--- src/rtl/ifc_pkg.sv ---
package ifc_pkg;
    typedef enum logic [1:0] {
        ST_IDLE = 2'd0,
        ST_MEAS = 2'd1,
        ST_DONE = 2'd2
    } meas_state_e;
endpackage

--- src/rtl/ifc_in_sync.sv ---
// Multi-flop synchroniser with a rising-edge detector on its output.
module ifc_in_sync #(
    parameter int STAGES = 2
) (
    input  logic clk,
    input  logic rst_n,
    input  logic sig_i,
    output logic rise_o
);
    typedef struct packed {
        logic [STAGES:0] chain;
    } sync_t;

    sync_t s_d, s_q;

    always_comb begin
        s_d       = s_q;
        s_d.chain = {s_q.chain[STAGES-1:0], sig_i};
    end

    always_ff @(posedge clk) begin
        if (!rst_n) s_q <= '0;
        else        s_q <= s_d;
    end

    // chain[STAGES-1] is the synchronised level, chain[STAGES] its previous value
    assign rise_o = s_q.chain[STAGES-1] & ~s_q.chain[STAGES];
endmodule

--- src/rtl/ifc_gate_timer.sv ---
// Prescaled gate window timer: expires after PRESCALE*ticks run cycles.
module ifc_gate_timer #(
    parameter int PRESCALE    = 1000,
    parameter int SHORT_TICKS = 32,
    parameter int LONG_TICKS  = 64
) (
    input  logic clk,
    input  logic rst_n,
    input  logic clear_i,
    input  logic run_i,
    input  logic long_i,
    output logic expire_o
);
    localparam int PRE_W  = (PRESCALE > 1) ? $clog2(PRESCALE) : 1;
    localparam int TICK_W = $clog2(LONG_TICKS + 1);
    localparam logic [PRE_W-1:0]  PRE_LAST   = PRE_W'(PRESCALE - 1);
    localparam logic [TICK_W-1:0] SHORT_LAST = TICK_W'(SHORT_TICKS - 1);
    localparam logic [TICK_W-1:0] LONG_LAST  = TICK_W'(LONG_TICKS - 1);

    typedef struct packed {
        logic [PRE_W-1:0]  pre;
        logic [TICK_W-1:0] ticks;
        logic              long_sel;
    } timer_t;

    timer_t t_d, t_q;
    logic [TICK_W-1:0] last_tick;
    logic              pre_wrap;

    always_comb begin
        last_tick = t_q.long_sel ? LONG_LAST : SHORT_LAST;
        pre_wrap  = (t_q.pre == PRE_LAST);
        t_d       = t_q;
        if (clear_i) begin
            t_d.pre      = '0;
            t_d.ticks    = '0;
            t_d.long_sel = long_i;
        end else if (run_i) begin
            if (pre_wrap) begin
                t_d.pre = '0;
                if (t_q.ticks != last_tick) t_d.ticks = t_q.ticks + 1'b1;
            end else begin
                t_d.pre = t_q.pre + 1'b1;
            end
        end
    end

    always_ff @(posedge clk) begin
        if (!rst_n) t_q <= '0;
        else        t_q <= t_d;
    end

    assign expire_o = run_i & pre_wrap & (t_q.ticks == last_tick);


    tick_bound_chk: assert property (@(posedge clk) disable iff (!rst_n)
        t_q.ticks <= (t_q.long_sel ? LONG_LAST : SHORT_LAST));


    pre_bound_chk: assert property (@(posedge clk) disable iff (!rst_n)
        t_q.pre <= PRE_LAST);
endmodule

--- src/rtl/ifc_edge_counter.sv ---
// Saturating edge counter with synchronous clear.
module ifc_edge_counter #(
    parameter int CNT_W = 16
) (
    input  logic             clk,
    input  logic             rst_n,
    input  logic             clear_i,
    input  logic             inc_i,
    output logic [CNT_W-1:0] cnt_o,
    output logic [CNT_W-1:0] cnt_next_o
);
    typedef struct packed {
        logic [CNT_W-1:0] cnt;
    } cnt_t;

    cnt_t c_d, c_q;

    always_comb begin
        c_d = c_q;
        if (clear_i)                         c_d.cnt = '0;
        else if (inc_i && (c_q.cnt != '1))   c_d.cnt = c_q.cnt + 1'b1;
    end

    always_ff @(posedge clk) begin
        if (!rst_n) c_q <= '0;
        else        c_q <= c_d;
    end

    assign cnt_o      = c_q.cnt;
    assign cnt_next_o = c_d.cnt;


    cnt_sat_chk: assert property (@(posedge clk) disable iff (!rst_n)
        (!clear_i && cnt_o == '1) |=> (cnt_o == '1));


    cnt_step_chk: assert property (@(posedge clk) disable iff (!rst_n)
        (!clear_i && !inc_i) |=> $stable(cnt_o));
endmodule

--- src/rtl/ifc_status_fsm.sv ---
// Measurement sequencer and status output multiplexer.
module ifc_status_fsm
    import ifc_pkg::*;
#(
    parameter int CNT_W = 16
) (
    input  logic             clk,
    input  logic             rst_n,
    input  logic             ct_i,
    input  logic             sd_i,
    input  logic             expire_i,
    input  logic [CNT_W-1:0] count_i,
    input  logic [CNT_W-1:0] lo_i,
    input  logic [CNT_W-1:0] hi_i,
    output logic             clear_o,
    output logic             run_o,
    output logic             do_o
);
    typedef struct packed {
        meas_state_e st;
        logic        dout;
    } fsm_t;

    fsm_t r_d, r_q;
    logic in_range;

    always_comb begin
        in_range = (count_i >= lo_i) && (count_i <= hi_i);
        r_d      = r_q;
        unique case (r_q.st)
            ST_IDLE: begin
                if (ct_i) begin
                    r_d.st   = ST_MEAS;
                    r_d.dout = 1'b0;
                end else begin
                    r_d.dout = sd_i;
                end
            end
            ST_MEAS: begin
                if (!ct_i) begin
                    r_d.st   = ST_IDLE;
                    r_d.dout = sd_i;
                end else if (expire_i) begin
                    r_d.st   = ST_DONE;
                    r_d.dout = in_range;
                end else begin
                    r_d.dout = 1'b0;
                end
            end
            ST_DONE: begin
                if (!ct_i) begin
                    r_d.st   = ST_IDLE;
                    r_d.dout = sd_i;
                end
            end
            default: begin
                r_d.st   = ST_IDLE;
                r_d.dout = 1'b0;
            end
        endcase
    end

    always_ff @(posedge clk) begin
        if (!rst_n) begin
            r_q.st   <= ST_IDLE;
            r_q.dout <= 1'b0;
        end else begin
            r_q <= r_d;
        end
    end

    assign clear_o = (r_q.st == ST_IDLE);
    assign run_o   = (r_q.st == ST_MEAS);
    assign do_o    = r_q.dout;


    meas_do_low_chk: assert property (@(posedge clk) disable iff (!rst_n)
        (r_q.st == ST_MEAS) |-> !do_o);


    idle_pass_chk: assert property (@(posedge clk) disable iff (!rst_n)
        ($past(rst_n) && r_q.st == ST_IDLE) |-> (do_o == $past(sd_i)));


    ct_low_idle_chk: assert property (@(posedge clk) disable iff (!rst_n)
        !ct_i |=> (r_q.st == ST_IDLE));


    done_hold_chk: assert property (@(posedge clk) disable iff (!rst_n)
        (r_q.st == ST_DONE && ct_i) |=> (r_q.st == ST_DONE && $stable(do_o)));
endmodule

--- src/rtl/if_gate_counter.sv ---
// Top: gated IF edge counter with range verdict and multiplexed status pin.
module if_gate_counter #(
    parameter int CNT_W       = 16,
    parameter int PRESCALE    = 1000,
    parameter int SHORT_TICKS = 32,
    parameter int LONG_TICKS  = 64,
    parameter int SYNC_STAGES = 2
) (
    input  logic             clk,
    input  logic             rst_n,
    input  logic             if_in,
    input  logic             sd_in,
    input  logic             ct,
    input  logic             gt,
    input  logic [CNT_W-1:0] lo_lim,
    input  logic [CNT_W-1:0] hi_lim,
    output logic             do_o
);
    logic             if_rise;
    logic             gate_expire;
    logic             seq_clear;
    logic             seq_run;
    logic [CNT_W-1:0] edge_cnt;
    logic [CNT_W-1:0] edge_cnt_next;

    ifc_in_sync #(.STAGES(SYNC_STAGES)) u_sync (
        .clk    (clk),
        .rst_n  (rst_n),
        .sig_i  (if_in),
        .rise_o (if_rise)
    );

    ifc_gate_timer #(
        .PRESCALE    (PRESCALE),
        .SHORT_TICKS (SHORT_TICKS),
        .LONG_TICKS  (LONG_TICKS)
    ) u_timer (
        .clk      (clk),
        .rst_n    (rst_n),
        .clear_i  (seq_clear),
        .run_i    (seq_run),
        .long_i   (gt),
        .expire_o (gate_expire)
    );

    ifc_edge_counter #(.CNT_W(CNT_W)) u_count (
        .clk        (clk),
        .rst_n      (rst_n),
        .clear_i    (seq_clear),
        .inc_i      (seq_run & if_rise),
        .cnt_o      (edge_cnt),
        .cnt_next_o (edge_cnt_next)
    );

    ifc_status_fsm #(.CNT_W(CNT_W)) u_fsm (
        .clk      (clk),
        .rst_n    (rst_n),
        .ct_i     (ct),
        .sd_i     (sd_in),
        .expire_i (gate_expire),
        .count_i  (edge_cnt_next),
        .lo_i     (lo_lim),
        .hi_i     (hi_lim),
        .clear_o  (seq_clear),
        .run_o    (seq_run),
        .do_o     (do_o)
    );

    // edge_cnt is visible for debug probing only
    logic unused_cnt;
    assign unused_cnt = ^edge_cnt;
endmodule

--- config.mk ---
export PLATFORM = sky130hd
export DESIGN_NAME = if_gate_counter
export DESIGN_NICKNAME = d
export VERILOG_FILES = /design/src/rtl/ifc_pkg.sv /design/src/rtl/ifc_in_sync.sv /design/src/rtl/ifc_gate_timer.sv /design/src/rtl/ifc_edge_counter.sv /design/src/rtl/ifc_status_fsm.sv /design/src/rtl/if_gate_counter.sv
export SDC_FILE = /design/constraint.sdc
export NUM_CORES = 1
export LEC_CHECK = 0
export BUFFER_PORTS_ARGS = -buffer_cell sky130_fd_sc_hd__buf_2
export CAP_MARGIN = 30
export CORE_MARGIN = 2
export CORE_UTILIZATION = 50
export DETAILED_ROUTE_END_ITERATION = 10
export GPL_TIMING_DRIVEN = 0
export PLACE_DENSITY = 0.81
export SETUP_SLACK_MARGIN = 0.1
export SYNTH_ARGS = -nofsm -noshare
export SYNTH_HDL_FRONTEND = slang
export SYNTH_SLANG_ARGS = --single-unit
--- constraint.sdc ---
create_clock -name clk -period 2.6 [get_ports clk]
set_input_delay 0.52 -clock clk [delete_from_list [all_inputs] [get_ports clk]]
set_output_delay 0.52 -clock clk [all_outputs]
set_load 0.01 [all_outputs]
; After elaboration in Yosys (flattened, before gate mapping)
; Index checks and enable logic that the tools add are counted.
[classes]
add_sub_neg = 3
mul = 0
n_div = 0
order_cmp = 2
n_eq_ne = 9
shifts = 0
n_mux = 11
bitwise = 6
n_reduce_logical = 6
[op_table]
columns = cell, n
row1 = two-way mux 16 bit, 2
row2 = adder 16 x 1 -> 16 bit (second input constant), 1
row3 = >= comparator 16 bit, 1
row4 = less-or-equal comparator 16 bit, 1
row5 = inequality test 16 bit (second input constant), 1
row6 = adder 10 x 1 -> 10 bit (second input constant), 1
row7 = equality test 10 bit (second input constant), 1
row8 = two-way mux 10 bit, 1
row9 = one-hot mux 3 bit (3 select lines), 1
row10 = adder 7 x 1 -> 7 bit (second input constant), 1
row11 = equality test 7 bit, 1
row12 = inequality test 7 bit, 1
row13 = two-way mux 3 bit, 2
row14 = two-way mux 6 bit, 1
row15 = AND reduction 3 bit, 2
row16 = bitwise AND 1 bit, 4
row17 = two-way mux 2 bit, 2
row18 = inequality test 2 bit (second input constant), 2
row19 = inequality test 3 bit (second input constant), 1
row20 = equality test 2 x 1 -> 1 bit (second input constant), 1
row21 = equality test 2 bit (second input constant), 1
row22 = logical AND 1 bit, 2
row23 = logical NOT 2 bit, 1
row24 = two-way mux 1 bit, 2
row25 = other kinds (2), 3
[word_totals]
register_bits = 40
latch_bits = 0
mem_bits_rw = 0
romBits = 0
output_inout_bits = 1
elab_cells = 44
n_memories = 0

; Depth between registers and ports, before layout
; Gate-level depths: netlist of the first run.
[logic_depth]
depth_word = 11
mapped_depth = 12
depth_no_buf = 12

; Modules after synthesis
; From an unflattened synthesis of the first run, not the netlist that was laid out.
[hier_totals]
hier_cells = 360
hier_area_um2 = 2961.6
[modules_own_cells]
columns = mod, instances, cells_per_inst, area_each_um2, seq_area_each_um2
row1 = ifc_edge_counter, 1, 128, 1061.0, 320.3
row2 = ifc_status_fsm, 1, 126, 945.9, 60.1
row3 = ifc_gate_timer, 1, 98, 855.8, 360.3
row4 = ifc_in_sync, 1, 7, 92.6, 60.1
row5 = if_gate_counter, 1, 1, 6.3, 0.0

; Worst setup path before layout of the first run
; OpenSTA, ideal clock, no wires.
[synth_path]
path_type = register to register
from = register u_fsm.r_q[1] (netlist bit)
to = register u_fsm.r_q, in the netlist u_fsm.do_o
t_arrival_ns = 2.709
setup_slack_ns = -0.196
path_stages_with_launch = 13
n_path_buf = 1
period_less_slack_ns = 2.796
cell_sequence = dfxtp_1 > buf_4 > nand4bb_2 > nor3_1 > nand4_1 > xor2_1 > nor2_1 > ha_1 > nand4_1 > or4_4 > o21ai_2 > nor3_1 > nor4_2
[synth_via]
elab_chain_len = 10
word_cells_on_any_way = 16
[synth_rtl]
columns = element, line
row1 = from (decl), ifc_status_fsm.sv:24  ; fsm_t r_d, r_q;
row2 = from (signal assigned), ifc_status_fsm.sv:68  ; r_q <= r_d;
row3 = equality test 2 x 1 -> 1 bit, ifc_status_fsm.sv:73  ; assign run_o = (r_q.st == ST_MEAS);
row4 = bitwise AND 1 bit, if_gate_counter.sv:50  ; .inc_i (seq_run & if_rise),
row5 = logical AND 1 bit, ifc_edge_counter.sv:21  ; else if (inc_i && (c_q.cnt != '1)) c_d.cnt = c_q.cnt + 1'b1;
row6 = two-way mux 16 bit, ifc_edge_counter.sv:21
row7 = two-way mux 16 bit *, ifc_edge_counter.sv:20  ; if (clear_i) c_d.cnt = '0;
row8 = net edge_cnt_next[9], if_gate_counter.sv:24  ; logic [CNT_W-1:0] edge_cnt_next;
row9 = >= comparator 16 bit or less-or-equal comparator 16 bit (tied branches), ifc_status_fsm.sv:28  ; in_range = (count_i >= lo_i) && (count_i <= hi_i);
row10 = logical AND 1 bit *, ifc_status_fsm.sv:28
row11 = two-way mux 1 bit *, ifc_status_fsm.sv:43  ; end else if (expire_i) begin
row12 = two-way mux 3 bit *, ifc_status_fsm.sv:40  ; if (!ct_i) begin
row13 = one-hot mux 3 bit (3 select lines) *, ifc_status_fsm.sv:30  ; unique case (r_q.st)
; Mark *: on every way through the listed nets, which the timed path passes. The rest lies on a longest branch.
; A chain may end at the register's enable or synchronous reset.

; Worst setup path after layout of the first run
[layout_path]
from = register u_count.c_q, in the netlist u_count.cnt_o[3]
to = register u_fsm.r_q, in the netlist u_fsm.do_o
[layout_via]
elab_chain_len = 9
word_cells_on_any_way = 11
[layout_rtl]
columns = element, line
row1 = from (decl), ifc_edge_counter.sv:16  ; cnt_t c_d, c_q;
row2 = from (signal assigned), ifc_edge_counter.sv:25  ; if (!rst_n) c_q <= '0;
row3 = from (signal assigned), ifc_edge_counter.sv:26  ; else c_q <= c_d;
row4 = branches (longest 2 deep; another with adder 16 x 1 -> 16 bit), -
row5 = two-way mux 16 bit *, ifc_edge_counter.sv:21
row6 = two-way mux 16 bit *, ifc_edge_counter.sv:20
row7 = net edge_cnt_next[15], if_gate_counter.sv:24
row8 = >= comparator 16 bit or less-or-equal comparator 16 bit (tied branches), ifc_status_fsm.sv:28
row9 = logical AND 1 bit *, ifc_status_fsm.sv:28
row10 = two-way mux 1 bit *, ifc_status_fsm.sv:43
row11 = two-way mux 3 bit *, ifc_status_fsm.sv:40
row12 = one-hot mux 3 bit (3 select lines) *, ifc_status_fsm.sv:30
; Mark *: on every way through the listed nets, which the timed path passes.

==> summary.md, run 1 <==
The multiplexer share of the synthesized area came out at 0.00772. The cell family contributing the most delay on the critical path is simple AND/OR/NAND/NOR gates. At the later pin of the worst-skew pair, clock insertion delay measures 0.30 ns.

Cell with the largest stage delay on the worst path: sky130_fd_sc_hd__or4_4. Count of unresolved DRC violations after routing: 0. The startpoint-to-endpoint class of the critical path is reg2reg. Worst clock skew: 0.00966 ns.

The simple logic cell fraction of the synthesized area came out at 0.291. The top-area cell type share of the netlist area came out at 0.291. The worst hold path begins at if_in. The critical path goes through nand4_1, buf_6, nor3_4, nand4b_1, xor2_2, nor2_2, ha_1, nand4_1, or4_4, o21ai_4, nor3_2, nor4_2. The worst register-to-register path begins at u_count.cnt_o[3]$_SDFF_PN0_. STA classifies the critical path endpoint as a register.

After floorplanning, the core was divided into 27 placement rows. In this run the worst path has a maximum fanout of 5. The tools report the total number of yosys warnings as 0. Number of global-route vias before repair: 2,437.

The final reports fail on negative setup slack. The smallest clock period supported by the final layout is computed as 3.03 ns. Static timing analysis puts the maximum clock frequency at 0.330 GHz.

The flop and latch count out of synthesis is 40, and the HPWL after detailed placement is 4.65 mm. The sum of buffers and inverters on the critical path was 1. Setup repair after global routing could not meet its margin everywhere. The class of the tightest hold or removal check is in2reg.

The largest single stage delay on the critical path is 0.54 ns. Before antenna repair, the detailed router went through 4 iterations. The library cell with the largest summed area after synthesis is sky130_fd_sc_hd__dfxtp_1. The worst setup path is launched from a register. For the final max-slew violation count, the log shows 0. The overall power is 1.17 mW, and the number of nets with antenna violations after routing is 0.

The number of hold buffers added after CTS was 0. Number of antenna violations at the first check in global routing: 0. The cell area reported after detailed placement is 3050 um2, and the mean area per synthesized cell is 8.10 um2. For the pin with the worst max-slew slack, the measured transition is 0.528 ns. VDD sags by at most 0.176 mV. The area taken by flip-flops and latches was 825 um2; the number of max-capacitance violations reported was 0. The flow ran to the end, but the final reports show violations. Fill cells in the final layout number 450.

The share of async-settable or async-resettable flops after synthesis is 0. The number of enable flip-flop cells after synthesis works out to 0. The run gives 6.83 mm as the total routed wirelength. For the post-synthesis net count, the log shows 413. Critical path startpoint: u_count.cnt_o[3]$_SDFF_PN0_. Proportion of layout cells with a drive suffix above 1: 0.288. The most frequent cell on the critical path is sky130_fd_sc_hd__nand4_1.

After routing the design area is 3490 um2. Setup-violating endpoint count in the final report: 1. The post-synthesis instance total was 340.

The cell area that synthesis handed to floorplanning was 2750 um2. The tools report the clock root buffer as sky130_fd_sc_hd__clkbuf_8. The logs give 475 for the number of nets in the final layout and 13 for the pin count of the biggest net entering global routing. The first global-routing pass estimated 10.8 mm of wire.

The mean number of vias per cell works out to 5.43. The repair_antennas step left the layout with diodes totalling 0. Power density over the cells: 335 nW/um2.

In this run, CTS created clock tree buffers numbering 5. For the total vias in the final route, the log shows 2,581. The post-synthesis share of cell area spent on full adders, half adders and majority gates was 0.159; the max-slew headroom at the worst pin was 0.645.

For the worst setup path, the data required time is 2.81 ns. The overflow left after global routing was 0; the initial core utilization was 0.509. The run gives 40 as the CTS sink count.

Routed wirelength normalized by instance count: 14.4 um. The logs give 0.216 for the total routing resource utilization after global routing and 0 for the number of hold violations in the final report. By area the synthesized netlist is led by sky130_fd_sc_hd__dfxtp_1, sky130_fd_sc_hd__ha_1, sky130_fd_sc_hd__nor2_1. The die boundary width works out to 78.2 um.

The run gives 87 as the DRC violation total after the first TritonRoute iteration. After synthesis, the netlist uses 48 different library cells. The compound-cell area share of the yosys netlist came out at 0.111. The clock slew seen by the registers of the worst setup and hold paths is 0.08 ns.

The floorplan step defined a core boundary enclosing 5410 um2. The number of primary I/O pins is 39, and the register-to-register path setup slack is -0.43 ns. The count of input and output buffers was 38; the endpoint arrival time on the critical path was 3.24 ns. In the synthesized netlist the dominant register cell turns out to be sky130_fd_sc_hd__dfxtp_1.

The tools report the minimum setup slack in the final design as -0.432 ns. After synthesis, the largest family of logic cells by area is simple AND/OR/NAND/NOR gates. For the sequential-to-total area share from yosys stat, the log shows 0.291. Relative to the synthesized area, the layout overhead comes to 26.9%. No sink is reached through more buffers than the 2 on the longest clock path.

TritonCTS built the clock tree. The overall die height works out to 78.2 um. The xor/xnor share of the synthesized area is 0.0763, and the die area is 6120 um2. The multi-input gate area in the final layout was 1980 um2; the share of the clock period used by the worst path after layout was 1.17.

In this run the number of H-tree levels came out at 2. Summed over all cells, the static leakage comes to 1.54 nW. Routability-driven placement finished with a final weighted congestion of 0.830.
timing repair:
action,4_1_cts,5_1_grt
resized for setup,20,34
pin swaps,18,30
buffers inserted,8,9
setup endpoints to repair,1,1
per-stage QoR:
stage	worst slack (ns)	hold WS (ns)	TNS [ns]	std cells	utilization
2_1_floorplan	-0.0799	0.412	-0.0799	340	-
3_3_place_gp	-0.448	0.428	-0.448	450	0.565
3_5_place_dp	-0.509	0.460	-0.509	450	0.565
4_1_cts	-0.318	0.417	-0.318	466	0.609
5_1_grt	-0.634	0.443	-0.634	475	0.646
6_report	-0.432	0.426	-0.432	475	0.646
synthesized netlist by cell type, types with 2 or more instances:
cell type	n
sky130_fd_sc_hd__nor3_1	5
sky130_fd_sc_hd__and3b_1	2
sky130_fd_sc_hd__nand4_1	13
sky130_fd_sc_hd__o21ai_0	10
sky130_fd_sc_hd__xor2_1	17
sky130_fd_sc_hd__dfxtp_1	40
sky130_fd_sc_hd__a21oi_1	19
sky130_fd_sc_hd__and2_1	4
sky130_fd_sc_hd__and2b_1	2
sky130_fd_sc_hd__nor3b_1	3
sky130_fd_sc_hd__nand4b_1	2
sky130_fd_sc_hd__o21ai_1	2
sky130_fd_sc_hd__o211ai_1	4
sky130_fd_sc_hd__and3_1	6
sky130_fd_sc_hd__nand2_1	22
sky130_fd_sc_hd__and4_1	5
sky130_fd_sc_hd__nand3_1	15
sky130_fd_sc_hd__inv_1	35
sky130_fd_sc_hd__nor2_1	46
sky130_fd_sc_hd__nor4_2	3
sky130_fd_sc_hd__or3_1	3
sky130_fd_sc_hd__xnor2_1	7
sky130_fd_sc_hd__buf_2	3
sky130_fd_sc_hd__nor2b_1	5
sky130_fd_sc_hd__ha_1	35
sky130_fd_sc_hd__clkbuf_1	3
sky130_fd_sc_hd__o21ai_2	2
sky130_fd_sc_hd__a21o_1	3
sky130_fd_sc_hd__nand2b_1	3
sky130_fd_sc_hd__o2111ai_1	3
area by class of cell:
cell class	instances	area share
plain buffers	8	0.0161
clock buffers	7	0.0247
clock inverters	1	0.00215
inverters	35	0.0376
multi-input cells	257	0.566
flip-flops and latches	40	0.236
well taps	72	0.0258
repair buffers	55	0.0920
power breakdown:
group	internal, mW	switching (mW)
combinational	0.0564	0.0641
clock	0.216	0.218
sequential	0.612	0.00302
total	0.884	0.286
cells by family (layout without fill, tap and decap cells):
kind of cell / count (synthesis) / count (layout)
AO/OA/AOI/OAI: 49 / 49
XOR/XNOR: 24 / 24
adder cells (fa/ha/maj): 35 / 35
buffers and inverters: 43 / 106
flip-flops: 40 / 40
multiplexers: 2 / 2
AND/OR/NAND/NOR: 147 / 147
path summary, 6_finish.rpt:
kind | end | depth (start not counted)
setup reg to reg | u_fsm.do_o$_SDFFE_PN0P_ | 12
setup / recovery | u_fsm.do_o$_SDFFE_PN0P_ | 12
hold reg to reg | u_sync.s_q[1]$_SDFF_PN0_ | 1
hold / removal | u_sync.s_q[0]$_SDFF_PN0_ | 2
metal layers:
metal	vias to the layer above	global-route usage	share of wire	wire length, um
met3	17	0.0345	0.044	299
met5	-	0	0	0
li1	1298	-	-	-
met1	1190	0.256	0.42	2880
met2	76	0.396	0.51	3480
met4	0	0.0737	0.025	173
registers in the layout, summed over array words and instances (netlist names):
| register | cells |
|---|---|
| u_timer.t_q | 18 |
| u_fsm.do_o | 1 |
| u_count.cnt_o | 16 |
| u_fsm.r_q | 2 |
| u_sync.s_q | 3 |
cell usage in the layout (no fill, tap or decap), types with 3 or more instances in the layout:
cell                       count
sky130_fd_sc_hd__and4_1        4
sky130_fd_sc_hd__buf_4        16
sky130_fd_sc_hd__nand3_1      14
sky130_fd_sc_hd__nand2b_1      3
sky130_fd_sc_hd__inv_1        35
sky130_fd_sc_hd__clkbuf_1      3
sky130_fd_sc_hd__nor2b_1       5
sky130_fd_sc_hd__dfxtp_4       4
sky130_fd_sc_hd__o21ai_1       4
sky130_fd_sc_hd__xnor2_1       7
sky130_fd_sc_hd__dfxtp_2       7
sky130_fd_sc_hd__nor2_2        4
sky130_fd_sc_hd__o211ai_1      4
sky130_fd_sc_hd__a21oi_1      19
sky130_fd_sc_hd__dfxtp_1      29
sky130_fd_sc_hd__and2_1        3
sky130_fd_sc_hd__xor2_1       12
sky130_fd_sc_hd__nand4_1      13
sky130_fd_sc_hd__a21o_1        3
sky130_fd_sc_hd__and3_1        6
sky130_fd_sc_hd__o21ai_0       8
sky130_fd_sc_hd__nand2_1      20
sky130_fd_sc_hd__nor4_2        3
sky130_fd_sc_hd__clkbuf_8      6
sky130_fd_sc_hd__ha_1         33
sky130_fd_sc_hd__buf_2        40
sky130_fd_sc_hd__buf_6         4
sky130_fd_sc_hd__xor2_2        4
sky130_fd_sc_hd__nor2_1       42
worst reg2reg max path: cells and delay by family, from the launching register on:
family                   cells  cell delay, ns
AO/OA/AOI/OAI                1            0.15
XOR/XNOR                     1            0.25
adder cells (fa/ha/maj)      1            0.32
buffers and inverters        1            0.15
flip-flops                   1            0.37
AND/OR/NAND/NOR              8            1.69
Note: power is estimated with default switching activity, not from simulation.
==> inputs of run 2 (changes only) <==
CELL_PAD_IN_SITES_DETAIL_PLACEMENT = 1   (was not set)
CELL_PAD_IN_SITES_GLOBAL_PLACEMENT = 2   (was not set)
CORE_UTILIZATION = 31   (was 50)
PLACE_DENSITY = 0.84   (was 0.81)
==> run 2 against run 1 <==
The flow still finishes with violations (negative setup slack). Hold slack improved by 0.00077 ns. Sequential power about the same. Wire length grew 11%. Clock skew decreased by 0.0026 ns. Combinational power about the same. First-iteration DRC count decreased by 29%. Global-route usage is 6.0 points lower. Sequential share of layout area fell by 0.92 points. Final cell count increased by 9.9%. Register-to-register slack got worse by 0.04 ns. Via count rose by 0.66%. Die area increased by 58%.
==> summary.md, run 2 (synthesized netlist as in run 1, its figures left out) <==
The flow ran to the end, but the final reports show violations. The checks that failed: negative setup slack. The routed wirelength normalized by instance count came out at 14.5 um (+0.65%). The logs give 34 (+26%) for the total number of placement rows and 0.157 (-0.0596) for the total routing resource utilization after global routing. The die boundary width came out at 98.3 um (+26%). After global routing, the most crowded layer is met2.

The tools report the CTS sink count as 40 (unchanged). For the worst clock skew, the log shows 0.00707 ns (-0.00259 ns). The slew of the pin with the lowest slew margin was 0.614 ns (+0.0856 ns).

The run gives 8680 um2 (+61%) as the core footprint. TritonCTS built the clock tree. For the leakage power summed over all cells, the log shows 1.59 nW (+3.1%). The count of input and output buffers came out at 38 (unchanged).

STA classifies the critical path endpoint as a register. The overflow left after global routing was 0 (unchanged). The post-route setup TNS came out at -0.476 ns (-0.0437 ns). The startpoint identified for the worst hold timing path is if_in. The proportion of layout cells with a drive suffix above 1 is 0.300 (+0.0117). The number of hold violations in the final report came out at 0 (unchanged). For the count of unresolved DRC violations after routing, the log shows 0 (unchanged).

The tools report the cell total after placement as 486 (+8.0%). Compared with the post-synthesis result, the final layout area differs by 31.0%. The run gives 0 (unchanged) as the number of inserted diodes. The run gives 12.5 mm (+16%) as the first-pass GRT wire length.

The run gives 0.317 (-0.192) as the initial core utilization. The met1 global-route usage was 0.205 (-0.0510); the required time of the worst setup path was 2.80 ns (about the same). The fill cell total of the finished layout was 1,067 (+140%); the worst-case vdd ir drop was 0.208 mV (+18%). Placer's final routability congestion estimate: 0.802 (-3.5%). The library cell used most frequently in the layout, excluding fill and tap cells, is sky130_fd_sc_hd__nor2_1. The number of standard cells in the layout, taps in and fillers out was 522 (+9.9%); the number of antenna violations at the first check in global routing was 0 (unchanged). Number of nets in the final layout: 486 (+2.3%).

The tools report the minimum setup slack in the final design as -0.476 ns (-0.0437 ns). Hold buffer count at CTS: 0 (unchanged). The run gives 7.56 mm (+11%) as the total routed wirelength. The logs give 5.51 mm (+19%) for the HPWL after detailed placement and 0.416 (-0.231) for the post-layout utilization of the core. In the layout the commonest cells are sky130_fd_sc_hd__nor2_1, sky130_fd_sc_hd__buf_2, sky130_fd_sc_hd__inv_1, sky130_fd_sc_hd__ha_1, sky130_fd_sc_hd__dfxtp_1. The class of the tightest hold or removal check is in2reg. For the number of global-route vias before repair, the log shows 2,693 (+11%). The logs give 5 (unchanged) for the CTS buffer count and 818 um2 (-0.76%) for the area taken by flip-flops and latches. The number of nets with antenna violations after routing came out at 0 (unchanged). The run gives 0.588 (-0.0575) as the max-slew headroom at the worst pin.

Setup repair after global routing could not meet its margin everywhere. The total vias in the final route was 2,598 (+0.66%). The tools report the die area as 9650 um2 (+58%). The clock slew seen by the registers of the worst setup and hold paths is 0.08 ns (about the same). For the number of primary I/O pins, the log shows 39 (unchanged). The time the worst path needs with I/O delays and setup is 3.08 ns (+0.0437 ns). The DRC violation total after the first TritonRoute iteration is 62 (-29%), and the pin count of the biggest net entering global routing is 13 (unchanged). The worst-skew pair later-pin latency is 0.30 ns (about the same), and the count of TritonRoute iterations in the first routing pass is 5 (+1). The global routing met2 resource utilization is 0.272 (-0.123). The global routing met3 resource utilization was 0.0215 (-0.0130). The startpoint identified for the worst register-to-register timing path is u_count.cnt_o[3]$_SDFF_PN0_. The mean number of vias per cell came out at 4.98 (-8.4%). Multi-input gate area in the final layout: 1960 um2 (-0.89%). The run gives 1 (unchanged) as the setup-violating endpoint count in the final report. The power density over the cells was 348 nW/um2 (+3.9%). The worst setup path is of the reg2reg kind. The share of the clock period used by the worst path after layout came out at 1.18 (+0.0168). The number of flip-flops in the largest register is 18 (unchanged), and the depth of the CTS H-tree is 2 (unchanged). The endpoint arrival time on the critical path is 3.28 ns (+0.04 ns), and the setup slack after placement is -0.612 ns (-0.103 ns).

The overall die height works out to 98.3 um (+26%). The critical path startpoint is u_count.cnt_o[3]$_SDFF_PN0_. The tools report the number of max-capacitance violations reported as 0 (unchanged). The register with the most flip-flops in the final layout is u_timer.t_q. The clock root buffer is sky130_fd_sc_hd__clkbuf_8. The maximum clock insertion buffer count is 2 (unchanged), and the final max-slew violation count is 0 (unchanged). The achievable frequency was 0.325 GHz (-1.4%).

Startpoint kind of the worst setup timing path: a register. The highest fanout seen on the critical path was 5 (unchanged); the final hold slack was 0.427 ns (+0.000771 ns).
run 2: area by class of cell:
type	count	share of cell area
multi-input combinational	257	0.543
sequential	40	0.227
timing repair buffer	66	0.111
tap	108	0.0375
inverter	35	0.0364
clock buffer	6	0.0201
buffer	8	0.0156
clock inverter	2	0.00971
run 2: worst paths after layout:
path | depth (start not counted) | slack (ns) | endpoint
setup reg to reg | 12 | -0.48 | u_fsm.do_o$_SDFFE_PN0P_
hold reg to reg | 1 | 0.45 | u_sync.s_q[1]$_SDFF_PN0_
hold / removal | 2 | 0.43 | u_sync.s_q[0]$_SDFF_PN0_
setup / recovery | 12 | -0.48 | u_fsm.do_o$_SDFFE_PN0P_
run 2: worst max-delay path: stages, from the launching register on:
cell and delay (ns):
sky130_fd_sc_hd__dfxtp_4 0.38, sky130_fd_sc_hd__nand4_1 0.14, sky130_fd_sc_hd__buf_4 0.18, sky130_fd_sc_hd__nor3_4 0.29
sky130_fd_sc_hd__nand4b_1 0.19, sky130_fd_sc_hd__xor2_2 0.20, sky130_fd_sc_hd__nor2_2 0.08, sky130_fd_sc_hd__ha_1 0.31
sky130_fd_sc_hd__nand4_1 0.13, sky130_fd_sc_hd__or4_4 0.59, sky130_fd_sc_hd__o21ai_4 0.18, sky130_fd_sc_hd__a21oi_2 0.05
sky130_fd_sc_hd__nor4_2 0.26
run 2: timing repair:
| action | CTS | global route |
|---|---|---|
| setup endpoints to repair | 1 | 1 |
| gates resized for setup | 18 | 25 |
| buffers inserted | 17 | 12 |
| pin swaps | 20 | 22 |
run 2: through the flow:
stage	total power, mW	instance area [um2]
after floorplan	0.691	2770
after global placement	0.738	3100
after detailed placement	0.741	3100
after CTS	1.27	3390
after global routing	1.31	3610
final	1.25	3610
run 2: where the power goes:
group          leakage [nW]  switching (mW)  internal, mW
Combinational          1.21          0.0640        0.0553
Clock                0.0552           0.234         0.285
Sequential            0.328         0.00300         0.613
Total                  1.59           0.301         0.954
run 2: metal layers:
metal,up-vias,part of all wire
met4,0,0.013
li1,1320,-
met5,-,0
met3,11,0.030
met2,54,0.48
met1,1213,0.48
==> inputs of run 3 (changes only) <==
ABC_AREA = 1   (was not set)
CORE_UTILIZATION = 29   (was 31)
==> run 3 against run 2 <==
The flow still finishes with violations (negative setup slack). Sequential power barely moved. Hold slack worse by 0.026 ns. Synthesized area up 6.0%. Clock-buffer cell count unchanged. Flip-flop and latch count stayed put. Final cell count rose by 20%. Sequential share of layout area up 0.19 points. Combinational power hardly changed. Worst setup slack improved by 0.35 ns. Register-to-register slack better by 0.35 ns. Non-clock buffer count shrank 25.
==> summary.md, run 3 <==
The CTS sink count was 40 (unchanged). The overall power is 1.30 mW (+3.4%), and the mean number of vias per cell is 4.61 (-7.3%). The xor/xnor share of the synthesized area works out to 0.0390 (-0.0373). Setup repair after global routing could not meet its margin everywhere. In this design, the critical path's most frequently occurring cell is sky130_fd_sc_hd__nand2_1. By area, the combinational part of the netlist is dominated by simple AND/OR/NAND/NOR gates. The run gives 0.824 (+2.8%) as the placer's final routability congestion estimate.

Class of the tightest hold or removal check: in2reg. The post-synthesis instance total came out at 443 (+30%). The post-synthesis share of cell area spent on full adders, half adders and majority gates works out to 0.150 (-0.00906). The cell sitting at the root of the clock tree is a sky130_fd_sc_hd__clkbuf_8. Compound-cell area share of the yosys netlist: 0.104 (-0.00675).

Multi-input gate area in the final layout: 1890 um2 (-3.6%). The flop and latch count out of synthesis works out to 40 (unchanged). After synthesis, the most frequently instantiated cells are sky130_fd_sc_hd__nand2_1, sky130_fd_sc_hd__inv_1, sky130_fd_sc_hd__nor2_1. Total vias in the final route: 2,897 (+12%).

The worst-skew pair later-pin latency is 0.30 ns (about the same). For the count of unresolved DRC violations after routing, the log shows 0 (unchanged). The library cell used most frequently in the layout, excluding fill and tap cells, is sky130_fd_sc_hd__nand2_1. The minimum setup slack in the final design came out at -0.124 ns (+0.352 ns).

Final max-slew violation count: 0 (unchanged). The slew of the pin with the lowest slew margin is 0.648 ns (+0.0342 ns). The final reports fail on negative setup slack. The tools report the number of nets in the final layout as 567 (+17%). The number of antenna violations at the first check in global routing is 0 (unchanged). The routed wirelength normalized by instance count was 12.9 um (-11%). Most flop-heavy register: u_timer.t_q.

The CTS buffer count is 5 (unchanged), and the worst-case vdd ir drop is 0.175 mV (-16%). The share of async-settable or async-resettable flops after synthesis works out to 0 (unchanged). The tools report the HPWL after detailed placement as 6.35 mm (+15%).

The kind of capture point of the worst setup path was a register. The post-synthesis net count was 516 (+25%). The library cells used most frequently in the layout, excluding fill and tap cells, are sky130_fd_sc_hd__nand2_1, sky130_fd_sc_hd__inv_1, sky130_fd_sc_hd__nor2_1, sky130_fd_sc_hd__buf_2, sky130_fd_sc_hd__ha_1. Total routed wirelength: 8.12 mm (+7.4%). The number of enable flip-flop cells after synthesis is 0 (unchanged).

The setup slack after placement came out at -0.551 ns (+0.0613 ns). The flow ran to the end, but the final reports show violations. The power density over the cells was 362 nW/um2 (+4.1%). STA classifies the critical path startpoint as a register. For the post-route setup TNS, the log shows -0.124 ns (+0.352 ns). The count of input and output buffers is 38 (unchanged).

The number of global-route vias before repair was 3,056 (+13%); the fill cell total of the finished layout was 1,279 (+20%). sky130_fd_sc_hd__nand2_1 is the most common cell in the netlist. For the core footprint, the log shows 9770 um2 (+13%).

The number of hold violations in the final report was 0 (unchanged). The max-slew headroom at the worst pin was 0.568 (-0.0200). The tools report the number of primary I/O pins as 39 (unchanged). The highest fanout seen on the critical path works out to 10 (+5). The share of the clock period used by the worst path after layout is 1.05 (-0.135), and the number of flip-flops in the largest register is 18 (unchanged). The multiplexer share of the synthesized area came out at 0 (-0.00772). The run gives 33 (-31%) as the number of unique standard cell types used by synthesis.

The largest delay contributor family on the critical path is simple AND/OR/NAND/NOR gates. The required time of the worst setup path is 2.83 ns (+0.03 ns). The leakage power summed over all cells was 1.68 nW (+5.8%); the depth of the CTS H-tree was 2 (unchanged). By area the synthesized netlist is led by sky130_fd_sc_hd__dfxtp_1, sky130_fd_sc_hd__ha_1, sky130_fd_sc_hd__nand2_1. The simple logic cell fraction of the synthesized area came out at 0.317 (+0.0258). The startpoint-to-endpoint class of the critical path was reg2reg. Compared with the post-synthesis result, the final layout area differs by 22.7%.

The tools report the hold buffer count at CTS as 0 (unchanged). For this run, the leading register cell type out of synthesis is sky130_fd_sc_hd__dfxtp_1. The cell area after layout is 3580 um2 (-0.66%), and the overall die height is 104 um (+6.2%).

The setup-violating endpoint count in the final report is 1 (unchanged). The number of nets with antenna violations after routing came out at 0 (unchanged). The largest total area in the synthesized netlist belongs to sky130_fd_sc_hd__dfxtp_1.

The tools report the endpoint arrival time on the critical path as 2.96 ns (-0.32 ns). Cell with the largest stage delay on the worst path: sky130_fd_sc_hd__dfxtp_4. The run gives 4 (-1) as the count of TritonRoute iterations in the first routing pass. Mean area per synthesized cell: 6.59 um2 (-19%). The run gives 2 (unchanged) as the maximum clock insertion buffer count. The total number of placement rows is 36 (+5.9%), and the total routing resource utilization after global routing is 0.159 (+0.00181). The run gives 2920 um2 (+6.0%) as the post-synthesis cell area. Sum of buffers and inverters on the critical path: 3 (+2). For the die area, the log shows 10,900 um2 (+13%). The tools report the achievable frequency as 0.367 GHz (+13%).

The worst clock skew was 0.0136 ns (+0.00650 ns). The logs give 820 um2 (+0.15%) for the area taken by flip-flops and latches and 0 (unchanged) for the number of max-capacitance violations reported. The overflow left after global routing is 0 (unchanged).

The initial core utilization is 0.299 (-0.0186). The total number of yosys warnings is 0 (unchanged). The number of inserted diodes is 0 (unchanged), and the die boundary width is 104 um (+6.2%).

The DRC violation total after the first TritonRoute iteration is 97 (+56%), and the top-area cell type share of the netlist area is 0.274 (-0.0166). The delay of the slowest cell on the worst path is 0.38 ns (-0.21 ns). TritonCTS built the clock tree. The time the worst path needs with I/O delays and setup is 2.72 ns (-0.352 ns).

The clock slew seen by the registers of the worst setup and hold paths is 0.09 ns (about the same). The logs give 3280 um2 (+5.8%) for the cell area reported after detailed placement and 14 (+1) for the pin count of the biggest net entering global routing. First-pass GRT wire length: 14.1 mm (+13%).

The signal on the critical path passes through nand2_2, nor2_4, nand3_2, nor3_2, nand2_1, nand2_2, inv_4, buf_8, nand2_1, nand2_1, nand2_1, inv_2, ha_1, nand4_1, nor3_4, nand3_1, nand2_2, nand3_1, nand2_1, nand2_1, a21oi_1. The sequential-to-total area share from yosys stat came out at 0.274 (-0.0166). The proportion of layout cells with a drive suffix above 1 is 0.206 (-0.0935).
run 3: area by class of cell:
class | instances | share of cell area
Buffer | 5 | 0.0115
Tap cell | 133 | 0.0464
Sequential cell | 40 | 0.229
Timing Repair Buffer | 44 | 0.0656
Multi-Input combinational cell | 316 | 0.527
Clock inverter | 2 | 0.0108
Inverter | 82 | 0.0869
Clock buffer | 6 | 0.0230
run 3: routing by layer:
layer,track usage,vias to the layer above,share of wire
met5,0,-,0
met4,0.0376,0,0.0099
met3,0.0201,5,0.019
met2,0.278,29,0.48
met1,0.206,1349,0.49
li1,-,1514,-
run 3: cell families after synthesis:
group,Yosys count
AO/OA/AOI/OAI,56
XOR/XNOR,13
adder cells (fa/ha/maj),35
buffers and inverters,87
flip-flops,40
AND/OR/NAND/NOR,212
run 3: repair_timing:
| action | 4_1_cts | 5_1_grt |
|---|---|---|
| endpoints found under the setup margin | 1 | 1 |
| buffers inserted | 6 | 0 |
| pin swaps | 9 | 0 |
| gates resized for setup | 47 | 0 |
run 3: worst paths after layout:
path                          startpoint                        to  slack [ns]  cells after the start
min reg2reg     u_sync.s_q[1]$_SDFF_PN0_  u_sync.s_q[2]$_SDFF_PN0_        0.43                      2
max reg2reg  u_count.cnt_o[9]$_SDFF_PN0_   u_fsm.do_o$_SDFFE_PN0P_       -0.12                     21
min                                if_in  u_sync.s_q[0]$_SDFF_PN0_        0.40                      3
max          u_count.cnt_o[9]$_SDFF_PN0_   u_fsm.do_o$_SDFFE_PN0P_       -0.12                     21
run 3: through the flow:
step,std cells,hold WS (ns),util
3_5_place_dp,614,0.423,0.335
6_report,628,0.402,0.367
3_3_place_gp,614,0.422,0.335
5_1_grt,628,0.414,0.367
4_1_cts,628,0.392,0.367
2_1_floorplan,443,0.390,-
run 3: worst min-delay path: stages:
cell,delay (ns)
sky130_fd_sc_hd__buf_2,0.08
sky130_fd_sc_hd__nand2_1,0.04
sky130_fd_sc_hd__inv_1,0.04
run 3: power breakdown:
part	internal, mW	total [mW]	switching [mW]
clock network	0.314	0.561	0.246
registers	0.614	0.617	0.00343
logic	0.0502	0.120	0.0702
total	0.978	1.30	0.320
